[config.mk]
export PLATFORM = sky130hd
export DESIGN_NAME = irq_combiner_bank
export DESIGN_NICKNAME = d
export VERILOG_FILES = /design/src/rtl/irq_comb_pkg.sv /design/src/rtl/irq_comb_decode.sv /design/src/rtl/irq_comb_group.sv /design/src/rtl/irq_combiner_bank.sv
export SDC_FILE = /design/constraint.sdc
export NUM_CORES = 1
export LEC_CHECK = 0
export ABC_AREA = 1
export ABC_CLOCK_PERIOD_IN_PS = 1310
export BUFFER_PORTS_ARGS = -buffer_cell sky130_fd_sc_hd__buf_2
export CAP_MARGIN = 20
export CELL_PAD_IN_SITES_DETAIL_PLACEMENT = 1
export CELL_PAD_IN_SITES_GLOBAL_PLACEMENT = 1
export CORE_UTILIZATION = 25
export CTS_CLUSTER_DIAMETER = 80
export DETAILED_ROUTE_END_ITERATION = 10
export PLACE_DENSITY_LB_ADDON = 0.1
export SETUP_SLACK_MARGIN = 0.1
export SLEW_MARGIN = 15
export SYNTH_ARGS = -nofsm -noshare
export SYNTH_HDL_FRONTEND = slang
export SYNTH_SLANG_ARGS = --single-unit
[constraint.sdc]
create_clock -name clk -period 1.31 [get_ports clk]
set_input_delay 0.131 -clock clk [delete_from_list [all_inputs] [get_ports clk]]
set_output_delay 0.131 -clock clk [all_outputs]
set_load 0.02 [all_outputs]
[src/rtl/irq_comb_pkg.sv]
package irq_comb_pkg;

  localparam int GRP_W        = 8;
  localparam int GRP_PER_BANK = 4;
  localparam int REG_W        = 32;

  typedef enum logic [1:0] {
    SEL_EN_SET = 2'd0,
    SEL_EN_CLR = 2'd1,
    SEL_HOLE   = 2'd2,
    SEL_STATUS = 2'd3
  } reg_sel_e;

  // bank that holds a group
  function automatic int bank_of(input int grp);
    return grp / GRP_PER_BANK;
  endfunction

  // lowest data bit of a group's byte lane
  function automatic int lane_lsb(input int grp);
    return (grp % GRP_PER_BANK) * GRP_W;
  endfunction

endpackage

[src/rtl/irq_comb_decode.sv]
module irq_comb_decode
  import irq_comb_pkg::*;
#(
  parameter int ADDR_W    = 8,
  parameter int NUM_BANKS = 2
) (
  input  logic                 clk,
  input  logic                 rst_n,
  input  logic                 wr_en,
  input  logic [ADDR_W-1:0]    addr,
  output logic [NUM_BANKS-1:0] bank_hit,
  output logic [NUM_BANKS-1:0] set_stb,
  output logic [NUM_BANKS-1:0] clr_stb,
  output reg_sel_e             sel
);
  localparam int BIDX_W = ADDR_W - 4;

  logic              aligned;
  logic [BIDX_W-1:0] bidx;

  assign aligned = (addr[1:0] == 2'b00);
  assign bidx    = addr[ADDR_W-1:4];
  assign sel     = reg_sel_e'(addr[3:2]);

  for (genvar k = 0; k < NUM_BANKS; k++) begin : g_bank
    assign bank_hit[k] = aligned && (bidx == BIDX_W'(k));
    assign set_stb[k]  = wr_en && bank_hit[k] && (sel == SEL_EN_SET);
    assign clr_stb[k]  = wr_en && bank_hit[k] && (sel == SEL_EN_CLR);
  end

  // one write touches at most one bank and one kind of update
  p_one_strobe_r2: assert property (@(posedge clk) disable iff (!rst_n)
    $onehot0({set_stb, clr_stb}));

  // misaligned addresses select no bank
  p_misaligned_r8: assert property (@(posedge clk) disable iff (!rst_n)
    (addr[1:0] != 2'b00) |-> (bank_hit == '0));

endmodule

[src/rtl/irq_comb_group.sv]
module irq_comb_group
  import irq_comb_pkg::*;
(
  input  logic             clk,
  input  logic             rst_n,
  input  logic             set_stb,
  input  logic             clr_stb,
  input  logic [GRP_W-1:0] wbits,
  input  logic [GRP_W-1:0] lines,
  output logic [GRP_W-1:0] en,
  output logic [GRP_W-1:0] pend,
  output logic             line_out
);

  always_ff @(posedge clk) begin
    if (!rst_n)       en <= '0;
    else if (set_stb) en <= en | wbits;
    else if (clr_stb) en <= en & ~wbits;
  end

  assign pend     = lines & en;
  assign line_out = |pend;


  p_reset_clear_r1: assert property (@(posedge clk)
    !rst_n |=> (en == '0));

  // ones turn on, zeros keep
  p_set_on_r2: assert property (@(posedge clk) disable iff (!rst_n)
    set_stb |=> ((en & $past(wbits)) == $past(wbits)));
  p_set_keep_r2: assert property (@(posedge clk) disable iff (!rst_n)
    set_stb |=> ((en & ~$past(wbits)) == ($past(en) & ~$past(wbits))));

  // ones turn off, zeros keep
  p_clr_off_r3: assert property (@(posedge clk) disable iff (!rst_n)
    clr_stb |=> ((en & $past(wbits)) == '0));
  p_clr_keep_r3: assert property (@(posedge clk) disable iff (!rst_n)
    clr_stb |=> ((en & ~$past(wbits)) == ($past(en) & ~$past(wbits))));

  // no strobe, no change
  p_idle_hold_r8: assert property (@(posedge clk) disable iff (!rst_n)
    (!set_stb && !clr_stb) |=> $stable(en));

endmodule

[src/rtl/irq_combiner_bank.sv]
module irq_combiner_bank
  import irq_comb_pkg::*;
#(
  parameter int NUM_GROUPS = 8,
  parameter int ADDR_W     = 8
) (
  input  logic                        clk,
  input  logic                        rst_n,
  input  logic                        reg_wr,
  input  logic [ADDR_W-1:0]           reg_addr,
  input  logic [REG_W-1:0]            reg_wdata,
  output logic [REG_W-1:0]            reg_rdata,
  input  logic [NUM_GROUPS*GRP_W-1:0] irq_in,
  output logic [NUM_GROUPS-1:0]       irq_out
);
  localparam int NUM_BANKS = (NUM_GROUPS + GRP_PER_BANK - 1) / GRP_PER_BANK;

  logic [NUM_BANKS-1:0]              bank_hit, set_stb, clr_stb;
  reg_sel_e                          sel;
  logic [NUM_GROUPS-1:0][GRP_W-1:0]  en_g, pend_g;
  logic [NUM_GROUPS-1:0][REG_W-1:0]  rd_part;

  irq_comb_decode #(.ADDR_W(ADDR_W), .NUM_BANKS(NUM_BANKS)) u_decode (
    .clk      (clk),
    .rst_n    (rst_n),
    .wr_en    (reg_wr),
    .addr     (reg_addr),
    .bank_hit (bank_hit),
    .set_stb  (set_stb),
    .clr_stb  (clr_stb),
    .sel      (sel)
  );

  for (genvar g = 0; g < NUM_GROUPS; g++) begin : g_grp
    localparam int BK  = bank_of(g);
    localparam int LSB = lane_lsb(g);

    irq_comb_group u_group (
      .clk      (clk),
      .rst_n    (rst_n),
      .set_stb  (set_stb[BK]),
      .clr_stb  (clr_stb[BK]),
      .wbits    (reg_wdata[LSB +: GRP_W]),
      .lines    (irq_in[g*GRP_W +: GRP_W]),
      .en       (en_g[g]),
      .pend     (pend_g[g]),
      .line_out (irq_out[g])
    );

    assign rd_part[g] =
      !bank_hit[BK]                              ? '0 :
      (sel == SEL_STATUS)                        ? (REG_W'(pend_g[g]) << LSB) :
      (sel == SEL_EN_SET || sel == SEL_EN_CLR)   ? (REG_W'(en_g[g])   << LSB) :
                                                   '0;

    // status lane equals live lines masked by enables
    p_status_lane_r6: assert property (@(posedge clk) disable iff (!rst_n)
      (bank_hit[BK] && sel == SEL_STATUS) |->
        (reg_rdata[LSB +: GRP_W] == (irq_in[g*GRP_W +: GRP_W] & en_g[g])));

    // enable view on both update offsets
    p_enable_lane_r7: assert property (@(posedge clk) disable iff (!rst_n)
      (bank_hit[BK] && (sel == SEL_EN_SET || sel == SEL_EN_CLR)) |->
        (reg_rdata[LSB +: GRP_W] == en_g[g]));

    // a high output needs a high raw line and a set enable
    p_out_needs_line_r5: assert property (@(posedge clk) disable iff (!rst_n)
      irq_out[g] |-> ((|irq_in[g*GRP_W +: GRP_W]) && (|en_g[g])));
  end

  always_comb begin
    reg_rdata = '0;
    for (int g = 0; g < NUM_GROUPS; g++) reg_rdata = reg_rdata | rd_part[g];
  end

  // the unused offset reads zero
  p_hole_zero_r8: assert property (@(posedge clk) disable iff (!rst_n)
    (sel == SEL_HOLE) |-> (reg_rdata == '0));

endmodule

==> metrics.cfg <==
[routing]
avgRoutedWirePerCell_um = 18.7
vias_per_cell = 5.29
drt_first_iter_violations = 278
via_count = 5662
routed_wirelength_um = 20000
dr.pass1.iters = 4
drc = 0
detail-route-antenna-nets = 0

[power]
swShare = 0.257
ir_worst_vdd_mv = 0.645
combPwrFrac = 0.135
p_per_area_nw_per_um2 = 770
seqPwrFrac = 0.355
power_mw = 5.48
p_clk_frac = 0.510
internal_power_mw = 4.07
leakage_nw = 2.80
p_sw_mw = 1.41

[run_status]
violations = setup timing
status = finished with violations

[floorplanning]
fp-row-count = 47
die-area_um2 = 17500
coreArea_um2 = 16600
die_w_um = 132
initial_utilization = 0.256
die_h_um = 132
boundaryPins = 147

[synthesis]
synth_area_um2 = 4250
synth.top_cell.area_share = 0.301
yosysTopAreaCell = dfxtp_1
synth_area_per_cell_um2 = 6.25
synth.area.top_cells = dfxtp_1 30%, nand2_1 21%, nand3_1 13%, nand4_1 10%, a21oi_1 7.5%
ys_ff_latch = 64
syn_nets = 787
ys_types = 21
ys_warn_count = 0
syn_inst = 680
yosysSeqAreaShare = 0.301

[critical_path]
criticalPathCategory = input port to output pin
cp-end-kind = output pin
rr_worst_depth = 4
cp_max_fo = 8
slowest_delay_ns = 0.17
crit_path_cell_trace = buf_6, nor2_4, nand2_2, buf_6, nor2_4, buf_12, buf_12, a22o_1, buf_6
crit_arrival_ns = 1.27
worstSetupStartpoint = reg_addr[0]
start_kind = input port
cpMostUsedCell = buf_6
cpMaxStageDelayCell = buf_12
required_ns = 1.18

[layout]
final_common_cell = nand2_1
final_cell_mix = 181 x nand2_1, 103 x buf_2, 82 x nand3_1, 68 x nand4_1, 60 x a21oi_1
final_nets = 953
drive_gt1_frac = 0.465
antennaDiodeCount = 0
fill_cells = 2058
syn_to_final_growth_pct = 67.6

[sta]
clock.fmax_mhz = 713
hold_viol_final = 0
finalSetupTns_ns = -2.27
period_share = 1.07
min_period_ns = 1.40
setup_viol = 39
rsz0062_at_grt = yes
finClkSkew_ns = 0
worst_pin_slew_ns = 0.277
fin_ws_ns = -0.0930
slew_headroom = 0.815
finalMaxSlewViolations = 0

[place]
hpwl_um = 11600
portBuffers = 146
gp_congestion = 0.812

[cts]
cts_inserted_buffers = 9
clock_path_buffers = 2
hold_buffers = 0
cts_sinks = 64
cts_tree = yes
cts-root-buf = clkbuf_16
clock_latency_ns = 0.34
h-tree-depth = 3
clkSlewWorstSetupHoldPaths_ns = 0.06

[global_routing]
antenna_found_initial = 0
overflow = 0
grt_max_degree = 69
grt_pass1_wl_um = 29500
grt_pass1_vias = 5598
grt.total_usage = 0.213

[flow_run]
maxCapViolCount = 0

[min_path]
min_path_cells = 3
hp-start = reg_wdata[14]
hold_class = input port to flop

timing repair:
action / 4_1_cts / 5_1_grt
gates resized for setup: 157 / 100
pin swaps: 24 / 47
setup endpoints to repair: 40 / 67
setup buffers: 20 / 6
gates cloned: 7 / 9
power by group through the flow:
stage	Sequential (mW)	Combinational, mW	Clock, mW
final	1.95	0.738	2.80
after global placement	1.99	0.604	0
after detailed placement	1.99	0.622	0
after CTS	1.95	0.683	2.88
after floorplan	1.99	0.257	0
after global routing	1.95	0.799	2.94
per-layer routing:
layer	vias up	track usage	wire length (um)
li1	2709	-	-
met1	2771	0.278	9260
met2	157	0.350	9540
met3	25	0.0350	872
met4	0	0.0773	342
met5	-	0	0
Yosys cell counts, drive strengths merged:
| cell type | n |
|---|---|
| nand3 | 108 |
| a22o | 10 |
| buf | 35 |
| a221oi | 12 |
| a21oi | 64 |
| or2 | 3 |
| o22ai | 17 |
| a21boi | 3 |
| clkbuf | 33 |
| inv | 21 |
| nor2 | 5 |
| nand2 | 237 |
| nand4 | 68 |
| dfxtp | 64 |
cells by family after synthesis:
group           synth area share
simple gates               0.448
flops                      0.301
compound gates             0.151
buf+inv                   0.0998
worst max-delay path, delay by kind of cell:
family | cells | cell delay [ns]
simple gates | 3 | 0.29
compound gates | 1 | 0.17
buf+inv | 5 | 0.66
metrics by stage:
step	utilization	std cells	setup slack, ns	hold slack (ns)	cell area (um^2)
floorplan	-	680	0.0977	0.299	4270
CTS	0.394	1056	-0.103	0.0758	6540
global route	0.430	1071	-0.144	0.0947	7120
finish	0.430	1071	-0.0930	0.0894	7120
global placement	0.323	1013	-0.0753	0.439	5350
detailed placement	0.323	1013	-0.121	0.450	5350
worst paths after layout:
check / to / slack [ns]
setup / recovery: reg_rdata[13] / -0.09
hold / removal: flop / 0.09
setup reg to reg: flop / 0.48
hold reg to reg: flop / 0.48
area by class of cell:
cell class	count	area (um^2)	share of cell area
inverter	21	78.8	0.0111
sequential	64	1330	0.187
tap	220	275	0.0386
multi-input combinational	527	3060	0.429
clock buffer	10	229	0.0321
clock inverter	6	108	0.0151
timing repair buffer	223	2050	0.287
Note: power is estimated with default switching activity, not from simulation.
